## config.mk

```make
export PLATFORM = sky130hd
export DESIGN_NAME = out_switch_ctrl
export DESIGN_NICKNAME = d
export VERILOG_FILES = /design/src/rtl/osc_pkg.sv /design/src/rtl/osc_sync.sv /design/src/rtl/osc_spi_rx.sv /design/src/rtl/osc_regfile.sv /design/src/rtl/osc_combine.sv /design/src/rtl/out_switch_ctrl.sv
export SDC_FILE = /design/constraint.sdc
export NUM_CORES = 1
export LEC_CHECK = 0
export BUFFER_PORTS_ARGS = -buffer_cell sky130_fd_sc_hd__buf_2
export CAP_MARGIN = 5
export CORE_MARGIN = 10
export CORE_UTILIZATION = 63
export CTS_CLUSTER_SIZE = 20
export DETAILED_ROUTE_END_ITERATION = 10
export GPL_TIMING_DRIVEN = 1
export PLACE_DENSITY = 0.82
export SYNTH_ARGS = -nofsm -noshare
export SYNTH_HDL_FRONTEND = slang
export SYNTH_SLANG_ARGS = --single-unit
export TNS_END_PERCENT = 100
```

## constraint.sdc

```tcl
create_clock -name clk -period 4 [get_ports clk]
set_input_delay 0.8 -clock clk [delete_from_list [all_inputs] [get_ports clk]]
set_output_delay 0.8 -clock clk [all_outputs]
set_load 0.005 [all_outputs]
```

## src/rtl/osc_pkg.sv

```systemverilog
package osc_pkg;
  localparam int FRAME_W = 16;
  localparam int CODE_W  = 3;
  localparam int DATA_W  = 12;
  localparam int HS_N    = 4;
  localparam int LS_N    = 8;

  typedef enum logic [CODE_W-1:0] {
    CODE_STATE = 3'b000,
    CODE_COMB  = 3'b010,
    CODE_PINEN = 3'b100
  } reg_code_e;

  typedef struct packed {
    logic              wd;
    logic [CODE_W-1:0] code;
    logic [DATA_W-1:0] data;
  } frame_t;
endpackage

```

## src/rtl/osc_sync.sv

```systemverilog
module osc_sync #(
  parameter int W = 1,
  parameter logic [W-1:0] RST_VAL = '0
) (
  input  logic         clk,
  input  logic         rst_n,
  input  logic [W-1:0] d,
  output logic [W-1:0] q
);
  logic [W-1:0] stage1;

  always_ff @(posedge clk or negedge rst_n) begin
    if (!rst_n) begin
      stage1 <= RST_VAL;
      q      <= RST_VAL;
    end else begin
      stage1 <= d;
      q      <= stage1;
    end
  end
endmodule

```

## src/rtl/osc_spi_rx.sv

```systemverilog
module osc_spi_rx
  import osc_pkg::*;
(
  input  logic   clk,
  input  logic   rst_n,
  input  logic   sclk,
  input  logic   cs_n,
  input  logic   mosi,
  output logic   frm_valid,
  output frame_t frm
);
  localparam int CNT_W   = $clog2(FRAME_W + 2);
  localparam int CNT_SAT = FRAME_W + 1;

  logic sclk_s, cs_s, mosi_s;
  logic sclk_d, cs_d;
  logic [FRAME_W-1:0] shreg;
  logic [CNT_W-1:0]   bit_cnt;
  logic sclk_rise, cs_rise, cs_fall;

  osc_sync #(.W(3), .RST_VAL(3'b010)) u_pin_sync (
    .clk(clk), .rst_n(rst_n),
    .d({sclk, cs_n, mosi}),
    .q({sclk_s, cs_s, mosi_s})
  );

  assign sclk_rise = sclk_s & ~sclk_d;
  assign cs_rise   = cs_s & ~cs_d;
  assign cs_fall   = ~cs_s & cs_d;

  always_ff @(posedge clk or negedge rst_n) begin
    if (!rst_n) begin
      sclk_d    <= 1'b0;
      cs_d      <= 1'b1;
      shreg     <= '0;
      bit_cnt   <= '0;
      frm_valid <= 1'b0;
    end else begin
      sclk_d    <= sclk_s;
      cs_d      <= cs_s;
      frm_valid <= cs_rise && (bit_cnt == CNT_W'(FRAME_W));
      if (cs_fall) begin
        bit_cnt <= '0;
      end else if (!cs_s && sclk_rise) begin
        shreg <= {shreg[FRAME_W-2:0], mosi_s};
        if (bit_cnt != CNT_W'(CNT_SAT)) bit_cnt <= bit_cnt + 1'b1;
      end
    end
  end

  assign frm = frame_t'(shreg);

  // the counter saturates, so long frames never wrap back to 16
  a_r7_cnt_saturates: assert property (@(posedge clk) disable iff (!rst_n)
    bit_cnt <= CNT_W'(CNT_SAT));
  // one commit per chip-select rise
  a_r1_single_pulse: assert property (@(posedge clk) disable iff (!rst_n)
    frm_valid |=> !frm_valid);
endmodule

```

## src/rtl/osc_regfile.sv

```systemverilog
module osc_regfile
  import osc_pkg::*;
(
  input  logic              clk,
  input  logic              rst_n,
  input  logic              frm_valid,
  input  frame_t            frm,
  output logic [DATA_W-1:0] state_q,
  output logic [DATA_W-1:0] pin_off_q,
  output logic [DATA_W-1:0] comb_and_q,
  output logic              wd_q
);
  logic code_known;

  always_comb begin
    unique case (frm.code)
      CODE_STATE, CODE_COMB, CODE_PINEN: code_known = 1'b1;
      default:                           code_known = 1'b0;
    endcase
  end

  always_ff @(posedge clk or negedge rst_n) begin
    if (!rst_n) begin
      state_q    <= '0;
      pin_off_q  <= '1;
      comb_and_q <= '0;
      wd_q       <= 1'b0;
    end else if (frm_valid) begin
      wd_q <= frm.wd;
      case (frm.code)
        CODE_STATE: state_q    <= frm.data;
        CODE_PINEN: pin_off_q  <= frm.data;
        CODE_COMB:  comb_and_q <= frm.data;
        default: ;
      endcase
    end
  end

  // unused codes leave all registers untouched
  a_r8_unknown_code_kept: assert property (@(posedge clk) disable iff (!rst_n)
    (frm_valid && !code_known) |=> ($stable(state_q) && $stable(pin_off_q) && $stable(comb_and_q)));
  // the flag moves only on an accepted frame
  a_r10_wd_only_on_frame: assert property (@(posedge clk) disable iff (!rst_n)
    !frm_valid |=> $stable(wd_q));
  // a state write lands its data
  a_r2_state_loaded: assert property (@(posedge clk) disable iff (!rst_n)
    (frm_valid && frm.code == CODE_STATE) |=> state_q == $past(frm.data));
endmodule

```

## src/rtl/osc_combine.sv

```systemverilog
module osc_combine
  import osc_pkg::*;
(
  input  logic              clk,
  input  logic              rst_n,
  input  logic [DATA_W-1:0] state_q,
  input  logic [DATA_W-1:0] pin_off_q,
  input  logic [DATA_W-1:0] comb_and_q,
  input  logic [HS_N-1:0]   hs_pin_s,
  input  logic              ls_pin_s,
  output logic [HS_N-1:0]   hs_en,
  output logic [LS_N-1:0]   ls_en
);
  logic [DATA_W-1:0] ch_pin, ch_next, ch_q;

  for (genvar k = 0; k < DATA_W; k++) begin : g_ch
    if (k < HS_N) begin : g_hs
      assign ch_pin[k] = hs_pin_s[k];
    end else begin : g_ls
      assign ch_pin[k] = ls_pin_s;
    end
    always_comb begin
      if (pin_off_q[k])       ch_next[k] = state_q[k];
      else if (comb_and_q[k]) ch_next[k] = state_q[k] & ch_pin[k];
      else                    ch_next[k] = state_q[k] | ch_pin[k];
    end
  end

  always_ff @(posedge clk or negedge rst_n) begin
    if (!rst_n) ch_q <= '0;
    else        ch_q <= ch_next;
  end

  assign hs_en = ch_q[HS_N-1:0];
  assign ls_en = ch_q[DATA_W-1:HS_N];

  // AND mode with a low pin forces a pin-controlled channel off
  a_r4_and_low_pin_off: assert property (@(posedge clk) disable iff (!rst_n)
    (!pin_off_q[0] && comb_and_q[0] && !hs_pin_s[0]) |=> !hs_en[0]);
  // OR mode with the shared pin high drives a low-side channel on
  a_r6_or_shared_high: assert property (@(posedge clk) disable iff (!rst_n)
    (!pin_off_q[HS_N] && !comb_and_q[HS_N] && ls_pin_s) |=> ls_en[0]);
endmodule

```

## src/rtl/out_switch_ctrl.sv

```systemverilog
module out_switch_ctrl
  import osc_pkg::*;
(
  input  logic       clk,
  input  logic       rst_n,
  input  logic       sclk,
  input  logic       cs_n,
  input  logic       mosi,
  input  logic [3:0] hs_pin,
  input  logic       ls_pin,
  output logic [3:0] hs_en,
  output logic [7:0] ls_en,
  output logic       wd_flag
);
  logic              frm_valid;
  frame_t            frm;
  logic [DATA_W-1:0] state_q, pin_off_q, comb_and_q;
  logic [HS_N-1:0]   hs_pin_s;
  logic              ls_pin_s;

  osc_spi_rx u_rx (
    .clk(clk), .rst_n(rst_n), .sclk(sclk), .cs_n(cs_n), .mosi(mosi),
    .frm_valid(frm_valid), .frm(frm)
  );

  osc_regfile u_regs (
    .clk(clk), .rst_n(rst_n), .frm_valid(frm_valid), .frm(frm),
    .state_q(state_q), .pin_off_q(pin_off_q), .comb_and_q(comb_and_q),
    .wd_q(wd_flag)
  );

  osc_sync #(.W(HS_N + 1), .RST_VAL('0)) u_ctl_sync (
    .clk(clk), .rst_n(rst_n),
    .d({ls_pin, hs_pin}),
    .q({ls_pin_s, hs_pin_s})
  );

  osc_combine u_comb (
    .clk(clk), .rst_n(rst_n),
    .state_q(state_q), .pin_off_q(pin_off_q), .comb_and_q(comb_and_q),
    .hs_pin_s(hs_pin_s), .ls_pin_s(ls_pin_s),
    .hs_en(hs_en), .ls_en(ls_en)
  );

  // a channel without pin control ignores its pin
  a_r3_off_channel_steady: assert property (@(posedge clk) disable iff (!rst_n)
    (pin_off_q[0] && $stable(pin_off_q) && $stable(state_q)) |=> $stable(hs_en[0]));
endmodule

```

==> results.md, run 1 <==
* CTS resizes at 0
* Final setup skew at 8.67 ps
* Worst slew margin at 0.303
* RR Startpoint: u_rx.bit_cnt[1]$_DFFE_PN0P_
* Critical-path top delay cell: nor4bb_1
* First-pass GRT wire length at 9.28 mm
* CP Launch Point: u_rx.bit_cnt[1]$_DFFE_PN0P_
* CTS max path bufs at 2
* FF-to-FF End: u_rx.bit_cnt[0]$_DFFE_PN0P_
* Req. time, crit path at 4260 ps
* Final instance area at 3720 um2
* H-Tree Depth at 3
* Antenna-violating nets left at 0
* Tcrit/Tclk final at 0.428
* Vias in the first global route at 1,979
* Die X at 93.0 um
* Crit Path Class: reg2reg
* Register area share after synthesis at 0.669
* DR vias/cell at 5.41
* # rows at 26
* Worst-Skew Late Latency at 350 ps
* Clock Sinks at 89
* Highest fanout seen on the critical path at 5
* Area post-placement at 3530 um2
* Post-CTS Setup Repair Bufs at 0
* Cts bufs inserted at 9
* PwrDens at 435 nW/um2
* CP Launch Type: register
* Crit. path cell count at 5
* Leading post-synthesis cells by cell area: dfrtp_1, dfstp_2, mux2_2
* Max cap viols at 0
* Starting Density at 0.653
* Worst Reg-to-Reg Cells at 5
* Status: complete, no violations
* EDFF count, synth at 0
* Post-synth top cells: dfrtp_1, nand2_1, o21ai_0, mux2_2, mux2_1
* Post-CTS Hold Buffers at 0
* Total wire length at 5.25 mm
* Core ar. at 5140 um2
* Initial DRC count at 125
* CP max stage delay at 600 ps
* Met3 WL at 242 um
* Final Net Count at 294
* WL per Instance at 14.7 um
* DRC Markers at 0
* Buf+Inv Stages, Crit Path at 1
* Final Slew Violations at 0
* Crit path cell chain: inv_1 -> ha_1 -> nor4bb_1 -> o21ai_0 -> a21oi_1
* CP delay by family, top: simple AND/OR/NAND/NOR gates
* Tightest Pin Transition at 1050 ps
* Accumulated negative setup slack at 0 ps
* Dpl hpwl at 3.21 mm
* Total gr overflow at 0
* Critical Path Sink: u_rx.bit_cnt[0]$_DFFE_PN0P_
* Layout Cells excl Fill at 356
* CTS tree: yes
* Initial antenna violation count at 0
* Library cells used by synthesis at 30
* Yosys reg bits at 89
* Max Clock Freq at 584 MHz
* Port Buffers at 22
* Share of cells above drive strength 1 at 0.266
* Vias at 1,927
* Worst-path clk slew at 80 ps
* Inst Count DP at 340
* Area share of the largest cell type after synthesis at 0.552
* GP Congestion at 0.831
* Worst R2R Setup Slack at 2290 ps
* DRT Pass-1 Iters at 4
* Hold Crit Class: reg2reg
* Largest net degree at the start of global routing at 90
* Utilization after layout at 0.724
* Top sig layer: met4
* Area delta synth->final at 10.8%
* Fin worst setup slack at 2290 ps
* Asr flop ratio synth at 1.00
* Cell with the most instances after synthesis: dfrtp_1
* Mapped cell area at 3360 um2
* Crit path DAT at 1980 ps
* Tot GR Track Use at 0.136
* Min Tclk post-route at 1710 ps
* Wl on met1 at 2.37 mm
* Met2 WL at 2.54 mm
* Dpl ws at 2260 ps
* Synth Net Count at 266
* I/O pin cnt at 23
* Synthesized area per cell at 13.3 um2
* Die Footprint at 8650 um2
* Unrepaired setup endpoints after global routing: false
* Area leader, netlist: dfrtp_1
* Die height at 93.0 um
* CTS root buffer: clkbuf_8
* Max VDD drop at 0.302 mV
* Synth warn at 0
* Diodes inserted at 0
* Leakage dissipation at 1.74 nW
* Post-Synthesis Cells at 253
* Final Setup Violations at 0
* Main synth FF type: dfrtp_1
* Crit end category: register
* Final-report hold violation count at 0
[power by group]
group          total [mW]  switching, mW  leakage, nW  internal, mW
Combinational      0.0631         0.0363        0.526        0.0268
Clock               0.583          0.278       0.0974         0.305
Sequential          0.972         0.0339         1.12         0.938
Total                1.62          0.349         1.74          1.27
[sequential cells by signal, summed over array words and instances (netlist names)]
register                flops
u_rx.u_pin_sync.stage1      3
u_rx.bit_cnt                5
u_rx.frm_valid              1
u_rx.frm                   16
u_ctl_sync.q                5
u_regs.pin_off_q           12
u_ctl_sync.stage1           5
u_regs.state_q             12
u_comb.ch_q                12
u_rx.sclk_d                 1
u_regs.comb_and_q          12
u_rx.cs_d                   1
u_regs.wd_q                 1
u_rx.u_pin_sync.q           3
[through the flow]
step | power [mW] | hold slack (ps)
3_3_place_gp | 1.05 | 332
6_report | 1.62 | 352
3_5_place_dp | 1.05 | 336
2_1_floorplan | 1.01 | 331
5_1_grt | 1.69 | 361
4_1_cts | 1.63 | 354
[cell usage in the layout (no fill, tap or decap), drive strengths merged, types with 4 or more instances in the layout]
| master | synthesis | layout |
|---|---|---|
| dfrtp | 74 | 74 |
| mux2 | 41 | 41 |
| o21ai | 39 | 39 |
| nand2 | 27 | 27 |
| buf | 5 | 23 |
| dfstp | 15 | 15 |
| inv | 14 | 14 |
| nor2 | 13 | 13 |
| clkbuf | 1 | 13 |
| or3 | 4 | 4 |
| a21oi | 4 | 4 |
[cell families after synthesis]
family          Yosys count  share of synthesized area
compound gates           45                     0.0686
buf+inv                  20                     0.0257
simple gates             55                     0.0880
mux                      41                      0.138
flops                    89                      0.669
fa+ha+maj                 3                     0.0112
[layer usage]
metal | vias up | global-route usage
li1 | 922 | -
met1 | 960 | 0.162
met2 | 36 | 0.215
met3 | 9 | 0.0448
met4 | 0 | 0.0707
met5 | - | 0
[worst min path at each step]
stage          slack, ps                                start                        endpoint  depth (start not counted)
6_report             350  u_rx.u_pin_sync.stage1[0]$_DFF_PN0_  u_rx.u_pin_sync.q[0]$_DFF_PN0_                          0
5_1_grt              360       u_ctl_sync.stage1[1]$_DFF_PN0_       u_ctl_sync.q[1]$_DFF_PN0_                          0
4_1_cts              350  u_rx.u_pin_sync.stage1[0]$_DFF_PN0_  u_rx.u_pin_sync.q[0]$_DFF_PN0_                          0
3_5_place_dp         340  u_rx.u_pin_sync.stage1[0]$_DFF_PN0_  u_rx.u_pin_sync.q[0]$_DFF_PN0_                          0
3_3_place_gp         330       u_ctl_sync.stage1[4]$_DFF_PN0_       u_ctl_sync.q[4]$_DFF_PN0_                          0
2_1_floorplan        330       u_ctl_sync.stage1[0]$_DFF_PN0_       u_ctl_sync.q[0]$_DFF_PN0_                          0
[cell type report]
cell class | instances | area [um2]
timing repair buffer | 23 | 120
sequential | 89 | 2250
fill | 339 | 1420
inverter | 14 | 52.6
clock inverter | 3 | 40.0
multi-input combinational | 144 | 1020
tap | 70 | 87.6
clock buffer | 13 | 149
[worst reg2reg max path: cells and delay by family, from the launching register on]
kind | cells | cell delay (ps)
AND/OR/NAND/NOR | 1 | 600
AO/OA/AOI/OAI | 2 | 370
flip-flops | 1 | 420
buffers and inverters | 1 | 100
adder cells (fa/ha/maj) | 1 | 130
(Power assumes the default switching activity.)
==> run 2: changes to the inputs <==
--- a/config.mk
+++ b/config.mk
@@ -5,14 +5,15 @@
 export SDC_FILE = /design/constraint.sdc
 export NUM_CORES = 1
 export LEC_CHECK = 0
+export ABC_AREA = 1
 export BUFFER_PORTS_ARGS = -buffer_cell sky130_fd_sc_hd__buf_2
 export CAP_MARGIN = 5
 export CORE_MARGIN = 10
-export CORE_UTILIZATION = 63
+export CORE_UTILIZATION = 53
 export CTS_CLUSTER_SIZE = 20
 export DETAILED_ROUTE_END_ITERATION = 10
 export GPL_TIMING_DRIVEN = 1
-export PLACE_DENSITY = 0.82
+export PLACE_DENSITY = 0.73
 export SYNTH_ARGS = -nofsm -noshare
 export SYNTH_HDL_FRONTEND = slang
 export SYNTH_SLANG_ARGS = --single-unit
==> constraint.sdc (replaced) <==
create_clock -name clk -period 1.5 [get_ports clk]
set_input_delay 0.3 -clock clk [delete_from_list [all_inputs] [get_ports clk]]
set_output_delay 0.3 -clock clk [all_outputs]
set_load 0.005 [all_outputs]
==> run 2 against run 1 <==
Count of clock-buffer cells in the layout down 2. Cell count up 16%. Clock power rose to 2.9 times the previous value. Fmax up 30%. Die area up 17%. Total power rose to 2.9 times the previous value. Sequential power rose to 2.7 times the previous value. Final area up 2.8%. Critical path depth unchanged. Global-route usage down 1.9 points. Critical endpoint is now u_regs.state_q[10]$_DFFE_PN0P_. Largest cell class unchanged.
==> results.md, run 2 <==
* Status: complete, no violations (unchanged)
* Max VDD drop at 0.546 mV (was 0.302 mV)
* CTS tree: yes (unchanged)
* Die height at 101 um (was 93.0 um)
* CTS max path bufs at 2 (unchanged)
* Die Footprint at 10,100 um2 (was 8650 um2)
* WL per Instance at 13.1 um (was 14.7 um)
* Asr flop ratio synth at 1.00 (unchanged)
* Crit path cell chain: inv_2 -> nor2_4 -> nand2_2 -> nand2_1 -> o21ai_2 (was inv_1 -> ha_1 -> nor4bb_1 -> o21ai_0 -> a21oi_1)
* Final Setup Violations at 0 (unchanged)
* Gate power share at 0.072 (was 0.039)
* CP max stage delay at 410 ps (was 600 ps)
* Req. time, crit path at 1720 ps (was 4260 ps)
* Tightest Pin Transition at 568 ps (was 1050 ps)
* Final Slew Violations at 0 (unchanged)
* Vias in the first global route at 2,097 (was 1,979)
* Share of cells above drive strength 1 at 0.282 (was 0.266)
* Area leader, netlist: dfrtp_1 (unchanged)
* Sequential share of power at 0.565 (was 0.601)
* H-Tree Depth at 3 (unchanged)
* Accumulated negative setup slack at 0 ps (unchanged)
* GP Congestion at 0.756 (was 0.831)
* First-pass GRT wire length at 9.56 mm (was 9.28 mm)
* Post-synth top cells: dfrtp_1, nand2_1, o21ai_0, o21ai_2, inv_1 (was dfrtp_1, nand2_1, o21ai_0, mux2_2, mux2_1)
* Crit Path Class: reg2reg (unchanged)
* Tot GR Track Use at 0.117 (was 0.136)
* Post-CTS Setup Repair Bufs at 0 (unchanged)
* Worst-path clk slew at 90 ps (was 80 ps)
* Leading post-synthesis cells by cell area: dfrtp_1, dfstp_2, nand2_1 (was dfrtp_1, dfstp_2, mux2_2)
* CTS root buffer: clkbuf_8 (unchanged)
* Dpl hpwl at 3.52 mm (was 3.21 mm)
* Initial antenna violation count at 0 (unchanged)
* Die X at 101 um (was 93.0 um)
* Synth Net Count at 319 (was 266)
* Vias at 2,119 (was 1,927)
* Final Net Count at 345 (was 294)
* Number of flip-flops in the largest register at 16 (unchanged)
* Final-report hold violation count at 0 (unchanged)
* Main synth FF type: dfrtp_1 (unchanged)
* Tcrit/Tclk final at 0.879 (was 0.428)
* DRC Markers at 0 (unchanged)
* Hold Crit Class: in2reg (was reg2reg)
* Initial DRC count at 122 (was 125)
* CTS resizes at 0 (unchanged)
* Library cells used by synthesis at 25 (was 30)
* Cts bufs inserted at 9 (unchanged)
* Largest net degree at the start of global routing at 90 (unchanged)
* Diodes inserted at 0 (unchanged)
* Internal Pwr Total at 3.52 mW (was 1.27 mW)
* Total gr overflow at 0 (unchanged)
* Yosys reg bits at 89 (unchanged)
* Mapped cell area at 3450 um2 (was 3360 um2)
* EDFF count, synth at 0 (unchanged)
* Total wire length at 5.42 mm (was 5.25 mm)
* Critical-path top delay cell: dfrtp_1 (was nor4bb_1)
* Min Tclk post-route at 1320 ps (was 1710 ps)
* Crit end category: register (unchanged)
* PwrDens at 1220 nW/um2 (was 435 nW/um2)
* Register area share after synthesis at 0.651 (was 0.669)
* Synth warn at 0 (unchanged)
* Clock share of power at 0.363 (was 0.360)
* Port Buffers at 22 (unchanged)
* Core ar. at 6350 um2 (was 5140 um2)
* Leakage dissipation at 1.68 nW (was 1.74 nW)
* Unrepaired setup endpoints after global routing: false (unchanged)
* Most common cell after layout, fill and taps aside: dfrtp_1 (unchanged)
* DR vias/cell at 5.12 (was 5.41)
* Final setup skew at 11.2 ps (was 8.67 ps)
* Switching share of power at 0.248 (was 0.216)
* Commonest cells after routing, fill and taps aside: dfrtp_1, nand2_1, o21ai_0, o21ai_2, buf_2 (was dfrtp_1, o21ai_0, nand2_1, mux2_2, buf_2)
* Hold path depth at 1 (was 0)
* Crit path DAT at 1540 ps (was 1980 ps)
* Area post-placement at 3600 um2 (was 3530 um2)
* I/O pin cnt at 23 (unchanged)
* Fillcell total at 495 (was 339)
* Starting Density at 0.543 (was 0.653)
* Worst-Skew Late Latency at 350 ps (about the same)
* Cell with the most instances after synthesis: dfrtp_1 (unchanged)
* Sw power at 1.16 mW (was 0.349 mW)
* Clock Sinks at 89 (unchanged)
* Area share of the largest cell type after synthesis at 0.537 (was 0.552)
* Max cap viols at 0 (unchanged)
* Highest fanout seen on the critical path at 24 (was 5)
* Area delta synth->final at 10.8% (about the same)
* Max Clock Freq at 759 MHz (was 584 MHz)
* Antenna-violating nets left at 0 (unchanged)
* Post-Synthesis Cells at 306 (was 253)
* Worst Reg-to-Reg Cells at 5 (unchanged)
* DRT Pass-1 Iters at 4 (unchanged)
* # rows at 29 (was 26)
* CP Launch Type: register (unchanged)
* Worst slew margin at 0.620 (was 0.303)
* Final instance area at 3820 um2 (was 3720 um2)
* Synthesized area per cell at 11.3 um2 (was 13.3 um2)
-- run 2: cell types whose count changed in the layout (fill, tap and decap cells not counted), sizes merged, moves of 2 or more --
cell,change
o31ai,+11
nor4b,-2
clkbuf,-2
nand2,+43
o21ai,+28
and4bb,-2
buf,+2
mux2,-41
nand4,+2
nor2,+5
inv,+8
a21oi,-2
nand3,+7
or3,-4
-- run 2: kinds of logic (layout without fill, tap and decap cells) --
kind of cell    Yosys count  after routing  share of synthesized area
fa+ha+maj                 3              3                     0.0109
compound gates           81             81                      0.156
buf+inv                  32             63                     0.0497
flops                    89             89                      0.651
simple gates            101            101                      0.132
-- run 2: critical path: cells and delay by family (launching register included) --
kind	cells	cell delay, ps
simple gates	3	640
flops	1	410
buf+inv	1	70
compound gates	1	60
-- run 2: layout make-up --
cell class | instances | area, um2 | area share
repair buffers | 26 | 158 | 0.0412
clock buffers | 11 | 151 | 0.0396
well taps | 77 | 96.3 | 0.0252
clock inverters | 5 | 61.3 | 0.0160
flip-flops and latches | 89 | 2250 | 0.588
inverters | 21 | 78.8 | 0.0206
multi-input cells | 185 | 1030 | 0.270
-- run 2: path summary, 6_finish.rpt --
check | start | to | slack [ps]
worst min register to register | u_rx.u_pin_sync.stage1[2]$_DFF_PN0_ | u_rx.u_pin_sync.q[2]$_DFF_PN0_ | 350
worst min-delay path | hs_pin[2] | u_ctl_sync.stage1[2]$_DFF_PN0_ | 40
worst max-delay path | u_rx.frm_valid$_DFF_PN0_ | u_regs.state_q[10]$_DFFE_PN0P_ | 180
worst max register to register | u_rx.frm_valid$_DFF_PN0_ | u_regs.state_q[10]$_DFFE_PN0P_ | 180
min in group asynchronous | rst_n | u_comb.ch_q[8]$_DFF_PN0_ | 500
max in group asynchronous | rst_n | u_regs.pin_off_q[5]$_DFFE_PN1P_ | 610
-- run 2: power groups by stage --
stage / clock network [mW] / registers (mW) / logic [mW]
3_5_place_dp: 0 / 2.69 / 0.345
5_1_grt: 1.85 / 2.67 / 0.394
2_1_floorplan: 0 / 2.65 / 0.241
6_report: 1.70 / 2.64 / 0.336
4_1_cts: 1.75 / 2.65 / 0.347
3_3_place_gp: 0 / 2.68 / 0.329
-- run 2: metal layers --
metal | track usage | routed length [um] | vias to the layer above
li1 | - | - | 1069
met1 | 0.140 | 2530 | 1008
met2 | 0.187 | 2540 | 32
met3 | 0.0398 | 265 | 10
met4 | 0.0489 | 87 | 0
met5 | 0 | 0 | -
-- run 2: timing repair --
item | CTS | global route
hold buffers | 1 | 0
endpoints found under the setup margin | 0 | 0
endpoints found under the hold margin | 59 | 0
-- run 2: metrics by stage --
stage,std cells,hold slack [ps],total power [mW],worst slack (ps),util
finish,414,44.2,4.68,182,0.602
global placement,397,332,3.01,217,0.567
detailed placement,397,335,3.03,189,0.567
global route,414,21.9,4.91,43.8,0.602
CTS,414,33.3,4.74,173,0.602
floorplan,306,4.41,2.89,316,-
